===== src/rtl/i2c_reg_pkg.sv =====
package i2c_reg_pkg;

    typedef enum logic [3:0] {
        ST_IDLE,
        ST_ADDR,
        ST_ADDR_ACK,
        ST_PTR,
        ST_PTR_ACK,
        ST_WDATA,
        ST_WDATA_ACK,
        ST_RDATA,
        ST_RDATA_ACK,
        ST_IGNORE
    } bus_state_t;

    localparam logic [3:0] BITS_PER_BYTE = 4'd8;

endpackage


===== src/rtl/i2c_bus_events.sv =====
module i2c_bus_events (
    input  logic clk,
    input  logic rst,
    input  logic scl,
    input  logic sda_in,
    output logic scl_rise,
    output logic scl_fall,
    output logic start_det,
    output logic stop_det
);
    logic scl_q;
    logic sda_q;

    always_ff @(posedge clk) begin
        if (rst) begin
            scl_q <= 1'b1;
            sda_q <= 1'b1;
        end else begin
            scl_q <= scl;
            sda_q <= sda_in;
        end
    end

    always_comb begin
        scl_rise  = scl & ~scl_q;
        scl_fall  = ~scl & scl_q;
        start_det = scl & scl_q & sda_q & ~sda_in;
        stop_det  = scl & scl_q & ~sda_q & sda_in;
    end

endmodule


===== src/rtl/i2c_bus_fsm.sv =====
module i2c_bus_fsm
    import i2c_reg_pkg::*;
#(
    parameter logic [6:0] DEV_ADDR = 7'h44,
    parameter int         AW       = 6
) (
    input  logic          clk,
    input  logic          rst,
    input  logic          scl_rise,
    input  logic          scl_fall,
    input  logic          start_det,
    input  logic          stop_det,
    input  logic          sda_in,
    input  logic [7:0]    rd_data,
    output logic          wr_en,
    output logic [7:0]    wr_data,
    output logic [AW-1:0] ptr,
    output logic          sda_oe
);
    bus_state_t state, state_nx;
    logic [3:0] bit_cnt;
    logic [7:0] shreg;
    logic       rw_bit;
    logic       host_ack;
    logic       byte_end;

    assign byte_end = scl_fall && (bit_cnt == BITS_PER_BYTE);

    always_comb begin
        state_nx = state;
        if (stop_det) begin
            state_nx = ST_IDLE;
        end else if (start_det) begin
            state_nx = ST_ADDR;
        end else begin
            unique case (state)
                ST_IDLE:      state_nx = ST_IDLE;
                ST_ADDR:      if (byte_end)
                                  state_nx = (shreg[7:1] == DEV_ADDR) ? ST_ADDR_ACK : ST_IGNORE;
                ST_ADDR_ACK:  if (scl_fall)
                                  state_nx = rw_bit ? ST_RDATA : ST_PTR;
                ST_PTR:       if (byte_end) state_nx = ST_PTR_ACK;
                ST_PTR_ACK:   if (scl_fall) state_nx = ST_WDATA;
                ST_WDATA:     if (byte_end) state_nx = ST_WDATA_ACK;
                ST_WDATA_ACK: if (scl_fall) state_nx = ST_WDATA;
                ST_RDATA:     if (byte_end) state_nx = ST_RDATA_ACK;
                ST_RDATA_ACK: if (scl_fall)
                                  state_nx = host_ack ? ST_RDATA : ST_IGNORE;
                ST_IGNORE:    state_nx = ST_IGNORE;
                default:      state_nx = ST_IDLE;
            endcase
        end
    end

    always_ff @(posedge clk) begin
        if (rst) state <= ST_IDLE;
        else     state <= state_nx;
    end

    always_ff @(posedge clk) begin
        if (rst) begin
            bit_cnt  <= '0;
            shreg    <= '0;
            rw_bit   <= 1'b0;
            host_ack <= 1'b0;
            ptr      <= '0;
        end else begin
            if (start_det || (state_nx != state)) begin
                bit_cnt <= '0;
            end else if (scl_rise && bit_cnt != BITS_PER_BYTE) begin
                bit_cnt <= bit_cnt + 4'd1;
            end

            unique case (state)
                ST_ADDR, ST_PTR, ST_WDATA: begin
                    if (scl_rise) shreg <= {shreg[6:0], sda_in};
                    if (state == ST_ADDR && byte_end) rw_bit <= shreg[0];
                    if (state == ST_PTR && byte_end) ptr <= shreg[AW-1:0];
                    if (state == ST_WDATA && byte_end) ptr <= ptr + AW'(1);
                end
                ST_ADDR_ACK: begin
                    if (scl_fall && rw_bit) shreg <= rd_data;
                end
                ST_RDATA: begin
                    if (byte_end) ptr <= ptr + AW'(1);
                    else if (scl_fall) shreg <= {shreg[6:0], 1'b0};
                end
                ST_RDATA_ACK: begin
                    if (scl_rise) host_ack <= ~sda_in;
                    if (scl_fall && host_ack) shreg <= rd_data;
                end
                default: ;
            endcase
        end
    end

    always_comb begin
        sda_oe  = 1'b0;
        wr_en   = 1'b0;
        wr_data = shreg;
        unique case (state)
            ST_ADDR_ACK, ST_PTR_ACK, ST_WDATA_ACK: sda_oe = 1'b1;
            ST_RDATA: sda_oe = ~shreg[7];
            ST_WDATA: wr_en  = byte_end;
            default: ;
        endcase
    end

endmodule


===== src/rtl/i2c_reg_bank.sv =====
module i2c_reg_bank #(
    parameter int                      NUM_REGS  = 64,
    parameter int                      AW        = 6,
    parameter logic [NUM_REGS-1:0]     RSVD_MASK = '0,
    parameter logic [NUM_REGS*8-1:0]   RO_MASK   = '0
) (
    input  logic                  clk,
    input  logic                  rst,
    input  logic                  wr_en,
    input  logic [AW-1:0]         ptr,
    input  logic [7:0]            wr_data,
    input  logic [NUM_REGS*8-1:0] ro_data,
    output logic [7:0]            rd_data,
    output logic [NUM_REGS*8-1:0] view_flat
);
    logic [7:0] view [NUM_REGS];

    for (genvar i = 0; i < NUM_REGS; i++) begin : g_reg
        if (RSVD_MASK[i]) begin : g_rsvd
            logic unused_ro;
            assign unused_ro = ^ro_data[i*8 +: 8];
            assign view[i]   = 8'h00;
        end else begin : g_live
            localparam logic [7:0] ROM = RO_MASK[i*8 +: 8];
            logic [7:0] store;
            always_ff @(posedge clk) begin
                if (rst) begin
                    store <= 8'h00;
                end else if (wr_en && ptr == AW'(i)) begin
                    store <= wr_data & ~ROM;
                end
            end
            assign view[i] = (ro_data[i*8 +: 8] & ROM) | (store & ~ROM);
        end
        assign view_flat[i*8 +: 8] = view[i];
    end

    assign rd_data = view[ptr];

endmodule


===== src/rtl/i2c_reg_slave.sv =====
module i2c_reg_slave #(
    parameter logic [6:0]            DEV_ADDR  = 7'h44,
    parameter int                    NUM_REGS  = 64,
    parameter logic [NUM_REGS-1:0]   RSVD_MASK = {16'hFFFF, {(NUM_REGS-16){1'b0}}},
    parameter logic [NUM_REGS*8-1:0] RO_MASK   = {{(NUM_REGS*8-16){1'b0}}, 16'hF0FF}
) (
    input  logic                  clk,
    input  logic                  rst,
    input  logic                  scl,
    input  logic                  sda_in,
    output logic                  sda_oe,
    input  logic [NUM_REGS*8-1:0] ro_data,
    output logic [NUM_REGS*8-1:0] ctrl_out
);
    localparam int AW = $clog2(NUM_REGS);

    logic          scl_rise, scl_fall, start_det, stop_det;
    logic          wr_en;
    logic [7:0]    wr_data, rd_data;
    logic [AW-1:0] ptr;

    i2c_bus_events u_events (
        .clk       (clk),
        .rst       (rst),
        .scl       (scl),
        .sda_in    (sda_in),
        .scl_rise  (scl_rise),
        .scl_fall  (scl_fall),
        .start_det (start_det),
        .stop_det  (stop_det)
    );

    i2c_bus_fsm #(.DEV_ADDR(DEV_ADDR), .AW(AW)) u_fsm (
        .clk       (clk),
        .rst       (rst),
        .scl_rise  (scl_rise),
        .scl_fall  (scl_fall),
        .start_det (start_det),
        .stop_det  (stop_det),
        .sda_in    (sda_in),
        .rd_data   (rd_data),
        .wr_en     (wr_en),
        .wr_data   (wr_data),
        .ptr       (ptr),
        .sda_oe    (sda_oe)
    );

    i2c_reg_bank #(
        .NUM_REGS  (NUM_REGS),
        .AW        (AW),
        .RSVD_MASK (RSVD_MASK),
        .RO_MASK   (RO_MASK)
    ) u_bank (
        .clk       (clk),
        .rst       (rst),
        .wr_en     (wr_en),
        .ptr       (ptr),
        .wr_data   (wr_data),
        .ro_data   (ro_data),
        .rd_data   (rd_data),
        .view_flat (ctrl_out)
    );

endmodule


===== config.mk =====
export PLATFORM = sky130hd
export DESIGN_NAME = i2c_reg_slave
export DESIGN_NICKNAME = d
export VERILOG_FILES = /design/src/rtl/i2c_reg_pkg.sv /design/src/rtl/i2c_bus_events.sv /design/src/rtl/i2c_bus_fsm.sv /design/src/rtl/i2c_reg_bank.sv /design/src/rtl/i2c_reg_slave.sv
export SDC_FILE = /design/constraint.sdc
export NUM_CORES = 1
export LEC_CHECK = 0
export BUFFER_PORTS_ARGS = -buffer_cell sky130_fd_sc_hd__buf_2
export CAP_MARGIN = 10
export CORE_AREA = 3 3 398 400
export DETAILED_ROUTE_END_ITERATION = 16
export DIE_AREA = 0 0 401 403
export PLACE_DENSITY = 0.3
export SLEW_MARGIN = 20
export SYNTH_ARGS = -nofsm -noshare
export SYNTH_HDL_FRONTEND = slang
export SYNTH_SLANG_ARGS = --single-unit

===== constraint.sdc =====
create_clock -name clk -period 3.1 [get_ports clk]
set_input_delay 0.465 -clock clk [delete_from_list [all_inputs] [get_ports clk]]
set_output_delay 0.465 -clock clk [all_outputs]
set_load 0.01 [all_outputs]

# [After elaboration in Yosys (flattened, before gate mapping)]
# Index checks and enable logic that the tools add are counted.
# Widths: inputs -> output; s select.
[totals] output_inout_bits=513 word_cells=232 reg_bits=398 input_bits=516
[classes] eq_ne=67 magnitude_cmp=1 add_sub_neg=2 n_reduce_logical=65 bitwise_logic=14 muxes=28
[ops] operator="$eq 6x5->1 const B" count=16
[ops] operator="$eq 6x6->1 const B" count=16
[ops] operator="$mux 8" count=7
[ops] operator="$logic_and 1x1->1" count=54
[ops] operator="$bmux 8 s6" count=1
[ops] operator="$eq 6x4->1 const B" count=8
[ops] operator="$mux 4" count=11
[ops] operator="$pmux 4 s8" count=1
[ops] operator="$pmux 8 s4" count=1
[ops] operator="$eq 6x3->1 const B" count=4
[ops] operator="$mux 6" count=3
[ops] operator="$eq 4x3->1 const B" count=4
[ops] operator="$eq 4x4->1 const B" count=3
[ops] operator="$eq 6x2->1 const B" count=2
[ops] operator="$pmux 6 s2" count=1
[ops] operator="$ne 2x1->1 const B" count=5
[ops] operator="$eq 4x2->1 const B" count=2
[ops] operator="$or 8x4->8" count=1
[ops] operator="$and 1x1->1" count=7
[ops] operator="$eq 7x7->1 const B" count=1
[ops] operator="$ge 7x7->1 const B" count=1
[ops] operator="$not 6->7" count=1
[ops] operator="$add 6x1->6 const B" count=1
[ops] operator="$eq 6x1->1 const B" count=1
[ops] operator="other kinds (18)" count=25

# [Depth between registers and ports, before layout]
# Gate-level depths: netlist (run 1).
[logic_depth] ltp_word=10 ltp_mapped=10 ltp_nobuf=8

# [Modules after synthesis]
# A second synthesis (run 1) with hierarchy kept.
[unflattened] hier_cells=1887 area_unflattened_um2=19336.0
[by_module_without_submodules] module="i2c_reg_bank" cells_each=1666 area_per_inst_um2=17555.6 n_inst=1 seq_area_each_um2=7447.1
[by_module_without_submodules] module="i2c_bus_fsm" cells_each=213 area_per_inst_um2=1695.4 n_inst=1 seq_area_each_um2=480.5
[by_module_without_submodules] module="i2c_bus_events" cells_each=8 area_per_inst_um2=85.1 n_inst=1 seq_area_each_um2=40.0

# [Worst setup path before layout (run 1)]
# Ideal clock, no wire load.
[synth_timing] path_type="reg2reg" startpoint="register u_fsm.ptr[0]" endpoint="register u_bank.g_reg[44].g_live.store[0]" path_slack_ns=0.577 period_less_slack_ns=2.523 t_arrival_ns=2.396 required_time_ns=2.972 setup_ns=0.128 stages_incl_launch_ff=11 n_path_buf=4 path_cell_list="dfxtp_1 -> buf_4 -> buf_6 -> inv_1 -> buf_2 -> ha_1 -> clkbuf_1 -> nand2_1 -> nor2_2 -> mux2i_1 -> nor2_1"
[synth_between] elab_chain_cells=2
[synth_rtl] item="start, declared" line="i2c_bus_fsm.sv:17" rtl="output logic [AW-1:0] ptr,"
[synth_rtl] item="start signal, assigned" line="i2c_bus_fsm.sv:78" rtl="if (state == ST_PTR && byte_end) ptr <= shreg[AW-1:0];"
[synth_rtl] item="start signal, assigned" line="i2c_bus_fsm.sv:79" rtl="if (state == ST_WDATA && byte_end) ptr <= ptr + AW'(1);"
[synth_rtl] item="start signal, assigned" line="i2c_bus_fsm.sv:85" rtl="if (byte_end) ptr <= ptr + AW'(1);"
[synth_rtl] item="$eq 6x6->1" line="i2c_reg_bank.sv:29" rtl="end else if (wr_en && ptr == AW'(i)) begin"
[synth_rtl] item="$logic_and 1x1->1" line="i2c_reg_bank.sv:29"
[synth_rtl] item="end signal, assigned" line="i2c_reg_bank.sv:30" rtl="store <= wr_data & ~ROM;"
[synth_rtl] item="end, declared" line="i2c_reg_bank.sv:25" rtl="logic [7:0] store;"
# No other way between the ends.
# A chain may end at the register's enable or synchronous reset.

# [Worst setup path in the final report (run 1)]
[layout_timing] startpoint="register u_fsm.shreg[7], in the netlist u_fsm.wr_data[7]" endpoint="output sda_oe"
[layout_between] elab_chain_cells=2
[layout_rtl] item="start, declared" line="i2c_bus_fsm.sv:22" rtl="logic [7:0] shreg;"
[layout_rtl] item="start signal, assigned" line="i2c_bus_fsm.sv:76" rtl="if (scl_rise) shreg <= {shreg[6:0], sda_in};"
[layout_rtl] item="start signal, assigned" line="i2c_bus_fsm.sv:82" rtl="if (scl_fall && rw_bit) shreg <= rd_data;"
[layout_rtl] item="start signal, assigned" line="i2c_bus_fsm.sv:86" rtl="else if (scl_fall) shreg <= {shreg[6:0], 1'b0};"
[layout_rtl] item="$not 1->1" line="i2c_bus_fsm.sv:103" rtl="ST_RDATA: sda_oe = ~shreg[7];"
[layout_rtl] item="$pmux 1 s2" line="i2c_bus_fsm.sv:101" rtl="unique case (state)"
[layout_rtl] item="end, declared" line="i2c_reg_slave.sv:11" rtl="output logic sda_oe,"
# No other way between the ends.

==> reports/qor.yml, run 1 <==
detailed_routing:
  vias: 16393
  ant_nets: 0
  via_per_inst: 3.62
  detailedRoute.firstPassIterationCount: 5
  routed_wl_um: 105000
  wl_per_cell_um: 23.1
  drc: 0
  drtIter0Drc: 1114
critical_path:
  worst-r2r-cell-count: 8
  critPathKind: "flip-flop to output port"
  cpMostUsedCell: "nor2_1"
  cp-end-kind: "output port"
  critPathRequiredTime_ns: 2.63
  slowest_delay_ns: 0.70
  cp_max_fo: 48
  r2r-end: "u_bank.g_reg[15].g_live.store[3]"
  reg2reg_slack_ns: 0.37
  critPathArrivalTime_ns: 2.32
  worstReg2RegStart: "u_fsm.ptr[3]"
  cp_cell_sequence: "buf_4 > nor2_1 > a21oi_1 > nor2_1 > buf_2"
  critPathSlowestCell: "buf_4"
  critical_path.top_delay_family: "buffers and inverters"
  crit_buf_inv: 2
  crit_cells: 5
  start_kind: "flip-flop"
die:
  std_cell_rows: 145
  core-area_um2: 156000
  die_h_um: 403
  die_area_um2: 162000
  io_pins: 1029
  die_x_um: 401
  start_util_pct: 12.4
clock_network:
  cts-root-buf: "clkbuf_16"
  clock_latency_ns: 0.66
  post_cts_resized: 0
  post_cts_buffers: 0
  cts.sinks: 398
  clk_pin_slew_ns: 0.06
  clk_path_buf_depth: 3
  cts_buffers: 55
  tritoncts: "yes"
  postCtsHoldBufs: 0
  htreeDepth: 2
pwr:
  cellLeakagePower_nw: 11.2
  p_per_area_nw_per_um2: 484
  finalPower_mw: 12.4
  ir_worst_vdd_mv: 0.392
  p_seq_share_pct: 41.4
  p_sw_share_pct: 24.4
  clkPwrFrac_pct: 56.2
  p_comb_share_pct: 2.4
  switchingPower_mw: 3.02
  power.internal_mw: 9.35
finish:
  post_layout_nonfiller_instances: 4533
  syn2layout_area_growth_pct: 32.0
  fin_area_um2: 25600
  finalNetCount: 2949
  layout-drive-gt1-share_pct: 30.1
  final_util_pct: 16.4
synthesis:
  ys.warnings.count: 0
  syn_area_per_cell_um2: 9.48
  ys.flop_type: "dfxtp_1"
  syn_inst: 2044
  synth_cell_type_count: 60
  yosysSeqAreaShare_pct: 41.1
  synth_seq_cells: 398
  synth_edf_count: 0
  async_reset_ff_share_pct: 0
  synth_area_um2: 19400
hold_path:
  holdPathStages: 2
  min_from: "rst"
  hold_path_class: "primary input to flip-flop"
  holdPathEnd: "u_bank.g_reg[22].g_live.store[6]"
sta:
  timing.fmax_mhz: 360
  finalHoldViolCount: 0
  rsz0062_at_grt: "false"
  relSlewSlack_pct: 28.8
  final.setup.tns_ns: 0
  finalClockSkew_ns: 0.0340
  post-route-period-util_pct: 89.7
  setup_viol: 0
  worstMarginPinSlew_ns: 1.07
  slew_viol_final: 0
  min_period_ns: 2.78
placement:
  placed_cell_area_um2: 23600
  dpl.cell_count: 4428
  gp_congestion: 0.725
  hpwlAfterDp_um: 76600
  io_buffers: 400
global_route:
  grt.overflow.total: 0
  grt_start_max_net_pins: 163
  track_usage_pct: 12.5
  grt_pass1_wl_um: 142000
  antenna_found_initial: 15
  grt_pass1_vias: 16169
run_status:
  status: "complete, no violations"
flow_run:
  cap_viol_max_count: 0
area by class of cell:
class | count | area (um2)
inverter | 8 | 30.0
clock inverter | 25 | 387
multi-input combinational | 1458 | 10100
tap | 2058 | 2570
clock buffer | 76 | 1560
sequential | 398 | 7990
timing repair buffer | 506 | 2950
antenna | 4 | 10.0
fill | 17625 | 130000
per-stage QoR:
step / hold slack (ns) / setup slack (ns)
CTS: 0.101 / 0.193
detailed placement: 0.459 / 0.372
floorplan: 0.484 / 0.577
finish: 0.157 / 0.320
global placement: 0.453 / 0.362
global route: 0.120 / 0.171
registers in the layout, indices dropped and copies added, names as in the netlist:
name,count
u_fsm.bit_cnt,4
u_events.scl_q,1
u_fsm.state,4
u_bank.g.g_live.store,372
u_fsm.rw_bit,1
u_fsm.wr_data,8
u_fsm.host_ack,1
u_fsm.ptr,6
u_events.sda_q,1
cells by family after synthesis:
| logic type | count (synthesis) | synth area share, % |
|---|---|---|
| xor+xnor | 7 | 0.316 |
| other cells | 1 | 0.0194 |
| fa+ha+maj | 6 | 0.387 |
| mux | 396 | 26.4 |
| simple gates | 637 | 14.3 |
| buf+inv | 315 | 9.29 |
| flops | 398 | 41.1 |
| compound gates | 284 | 8.19 |
placed cells by master (no fill, tap or decap), drive strengths merged, types with 6 or more instances in the layout:
| cell | count |
|---|---|
| bufinv | 8 |
| nand2 | 232 |
| a31oi | 9 |
| nor2 | 285 |
| a211oi | 6 |
| nor3 | 11 |
| a21oi | 148 |
| buf | 506 |
| mux4 | 90 |
| nor2b | 10 |
| nand2b | 12 |
| ha | 6 |
| and2 | 13 |
| inv | 10 |
| conb | 128 |
| a22o | 7 |
| mux2 | 14 |
| clkbuf | 76 |
| o21ai | 81 |
| a22oi | 14 |
| clkinv | 10 |
| nand3 | 36 |
| dfxtp | 398 |
| mux2i | 292 |
layer usage:
layer  vias to the layer above  track usage, %  share of wire (%)
li1                       7607               -                  -
met1                      8143            16.1                 44
met4                         8            3.07                2.2
met5                         -               0              0.051
met2                       537            20.2                 46
met3                        98            4.05                7.5
power groups by stage:
stage	combinational, mW	sequential, mW	clock [mW]
floorplan	0.320	5.23	0
global placement	0.308	5.23	0
detailed placement	0.307	5.23	0
CTS	0.307	5.12	7.23
global route	0.329	5.12	7.39
finish	0.301	5.12	6.96
worst max-delay path by stage:
stage / startpoint / to
after floorplan: u_fsm.ptr[0] / u_bank.g_reg[44].g_live.store[0]
after global placement: u_fsm.ptr[3] / u_bank.g_reg[15].g_live.store[5]
after detailed placement: u_fsm.ptr[0] / u_bank.g_reg[39].g_live.store[5]
after CTS: u_fsm.wr_data[7] / sda_oe
after global routing: u_fsm.wr_data[7] / sda_oe
final: u_fsm.wr_data[7] / sda_oe
synth_stat cells (all sizes together), types with 2 or more instances:
| master | count | share of area (%) |
|---|---|---|
| inv | 8 | 0.15 |
| nand3b | 3 | 0.12 |
| nor3 | 11 | 0.36 |
| nand4 | 4 | 0.13 |
| or4b | 2 | 0.12 |
| or2 | 5 | 0.16 |
| or3 | 3 | 0.097 |
| o311a | 2 | 0.10 |
| a21oi | 148 | 3.8 |
| nand3 | 36 | 1.2 |
| o22ai | 2 | 0.065 |
| buf | 185 | 6.8 |
| o21ai | 81 | 2.1 |
| mux2i | 292 | 15 |
| ha | 6 | 0.39 |
| o211ai | 3 | 0.12 |
| nor2b | 10 | 0.32 |
| and2 | 13 | 0.42 |
| nand2b | 12 | 0.39 |
| mux2 | 14 | 0.81 |
| nor4b | 2 | 0.090 |
| a22o | 7 | 0.32 |
| nor2 | 285 | 5.6 |
| nor3b | 3 | 0.14 |
| a31oi | 9 | 0.29 |
| nor4 | 4 | 0.13 |
| and2b | 2 | 0.077 |
| dfxtp | 398 | 41 |
| a211oi | 6 | 0.23 |
| and3 | 5 | 0.16 |
| a2111oi | 2 | 0.090 |
| a21o | 3 | 0.12 |
| a211o | 2 | 0.090 |
| nand2 | 232 | 4.5 |
| xor2 | 3 | 0.14 |
| a22oi | 14 | 0.54 |
| clkbuf | 122 | 2.4 |
| a221oi | 2 | 0.12 |
| xnor2 | 4 | 0.18 |
| mux4 | 90 | 10 |
Power figures use the tool's default switching activity.
==> inputs of run 2 (changes only) <==
- CORE_AREA: 3 3 398 400 -> 2 2 397 399
- CTS_BUF_LIST: default -> sky130_fd_sc_hd__clkbuf_16
- DIE_AREA: 0 0 401 403 -> 0 0 399 401
==> reports/qor.yml, run 2 (synthesis results as in run 1) <==
placement:
  placed_cell_area_um2: 23600  # -0.24%
  place_ws_ns: 0.255  # -0.117 ns
  hpwlAfterDp_um: 76000  # -0.74%
  gp_congestion: 0.732  # +0.94%
  io_buffers: 400  # unchanged
clock_network:
  postCtsHoldBufs: 0  # unchanged
  htreeDepth: 2  # unchanged
  cts-root-buf: "clkbuf_16"
  post_cts_resized: 1  # +1
  cts_buffers: 52  # -5.5%
  cts.sinks: 398  # unchanged
  clk_path_buf_depth: 3  # unchanged
  post_cts_buffers: 0  # unchanged
  clock_latency_ns: 0.66  # about the same
  clk_pin_slew_ns: 0.06  # about the same
  tritoncts: "yes"
finish:
  final_common_cell: "buf_2"
  fill_cells: 17641  # +0.091%
  fin_area_um2: 25100  # -1.7%
  layout-drive-gt1-share_pct: 29.1  # -0.94 points
  syn2layout_area_growth_pct: 29.7
  final_cell_mix: "buf_2, dfxtp_1, mux2i_1, nor2_1, nand2_1"
  finalNetCount: 2940  # -0.31%
  largest_reg_flops: 372  # unchanged
  max_flop_register: "u_bank.g.g_live.store"
critical_path:
  critPathRequiredTime_ns: 3.59  # +0.96 ns
  cp-end-kind: "flip-flop"
  reg2reg_slack_ns: 0.27  # -0.10 ns
  critPathArrivalTime_ns: 3.32  # +1.00 ns
  cp_max_fo: 8  # -83%
  critPathKind: "flip-flop to flip-flop"
  start_kind: "flip-flop"
pwr:
  power.internal_mw: 8.34  # -11%
  p_per_area_nw_per_um2: 448  # -7.5%
  p_seq_share_pct: 45.5  # +4.1 points
  p_sw_share_pct: 25.9  # +1.4 points
  ir_worst_vdd_mv: 0.376  # -4.2%
  clkPwrFrac_pct: 51.9  # -4.3 points
  p_comb_share_pct: 2.6  # +0.2 points
  cellLeakagePower_nw: 11.1  # -1.4%
  switchingPower_mw: 2.91  # -3.7%
detailed_routing:
  drc: 0  # unchanged
  vias: 16293  # -0.61%
  via_per_inst: 3.61  # -0.26%
  routed_wl_um: 104000  # -0.83%
  wl_per_cell_um: 23.0  # -0.48%
  detailedRoute.firstPassIterationCount: 7  # +2
  ant_nets: 0  # unchanged
  drtIter0Drc: 1018  # -8.6%
die:
  start_util_pct: 12.4  # unchanged
  die_h_um: 401  # -0.50%
  core-area_um2: 156000  # unchanged
  std_cell_rows: 145  # unchanged
  io_pins: 1029  # unchanged
  die_area_um2: 160000  # -0.99%
  die_x_um: 399  # -0.50%
global_route:
  grtUsageMet2_pct: 20.4  # +0.24 points
  busiest_layer: "met2"
  grt_pass1_wl_um: 140000  # -1.8%
  grt.met3_usage_pct: 3.78  # -0.28 points
  grt_start_max_net_pins: 158  # -3.1%
  grt_pass1_vias: 15843  # -2.0%
  grt.overflow.total: 0  # unchanged
  antenna_found_initial: 17  # +2
  track_usage_pct: 12.5  # about the same
  met1_usage_pct: 16.2  # +0.071 points
sta:
  slew_viol_final: 0  # unchanged
  post-route-period-util_pct: 91.4  # +1.7 points
  setup_viol: 0  # unchanged
  min_period_ns: 2.83  # +0.0528 ns
  timing.fmax_mhz: 353  # -1.9%
  relSlewSlack_pct: 22.7  # -6.1 points
  rsz0062_at_grt: "false"
  worstMarginPinSlew_ns: 1.16  # +0.0920 ns
  final.setup.tns_ns: 0  # unchanged
  setup_ws_ns: 0.267  # -0.0528 ns
  finalHoldViolCount: 0  # unchanged
  finalClockSkew_ns: 0.0243  # -0.00976 ns
hold_path:
  hold_path_class: "primary input to flip-flop"
flow_run:
  cap_viol_max_count: 0  # unchanged
run_status:
  status: "complete, no violations"
[run 2: final timing paths]
kind,cells past startpoint,from,end
hold reg to reg,2,u_bank.g_reg[30].g_live.store[4],u_bank.g_reg[30].g_live.store[4]
hold / removal,2,sda_in,u_fsm.host_ack
setup / recovery,9,u_fsm.bit_cnt[0],u_bank.g_reg[43].g_live.store[6]
setup reg to reg,9,u_fsm.bit_cnt[0],u_bank.g_reg[43].g_live.store[6]
[run 2: stage by stage]
step	power [mW]	utilization, %	hold WS (ns)	std cells
5_1_grt	11.7	16.1	0.152	4516
3_5_place_dp	5.53	15.1	0.455	4422
4_1_cts	11.5	16.1	0.103	4516
2_1_floorplan	5.55	-	0.484	2171
3_3_place_gp	5.53	15.1	0.452	4422
6_report	11.3	16.1	0.163	4517
[run 2: layer usage]
metal	wire length (um)	share of wire (%)	vias up
met5	13	0.013	-
met4	1940	1.9	2
met3	7410	7.1	91
met2	48700	47	512
met1	45900	44	8100
li1	-	-	7588
[run 2: power by group through the flow]
| stage | registers (mW) | clock network [mW] | logic [mW] |
|---|---|---|---|
| floorplan | 5.23 | 0 | 0.320 |
| detailed placement | 5.23 | 0 | 0.299 |
| global route | 5.12 | 6.23 | 0.325 |
| finish | 5.12 | 5.84 | 0.297 |
| global placement | 5.23 | 0 | 0.300 |
| CTS | 5.12 | 6.09 | 0.300 |
[run 2: worst max-delay path, cell delays in order (launching register included)]
cell	delay [ns]
dfxtp_1	0.33
inv_1	0.09
ha_1	0.17
and3b_1	0.36
nand3_2	0.36
nor3b_2	0.30
buf_4	0.21
nand3_2	0.47
mux2i_1	0.31
nor2_1	0.06
[run 2: cell type report]
cell class	count	area [um2]	share of cell area (%)
inverters	8	30.0	0.119
multi-input cells	1458	10100	40.1
clock inverters	41	243	0.966
repair buffers	500	2890	11.5
flip-flops and latches	398	7990	31.8
clock buffers	53	1330	5.28
well taps	2058	2570	10.2
diodes	1	2.50	0.00995
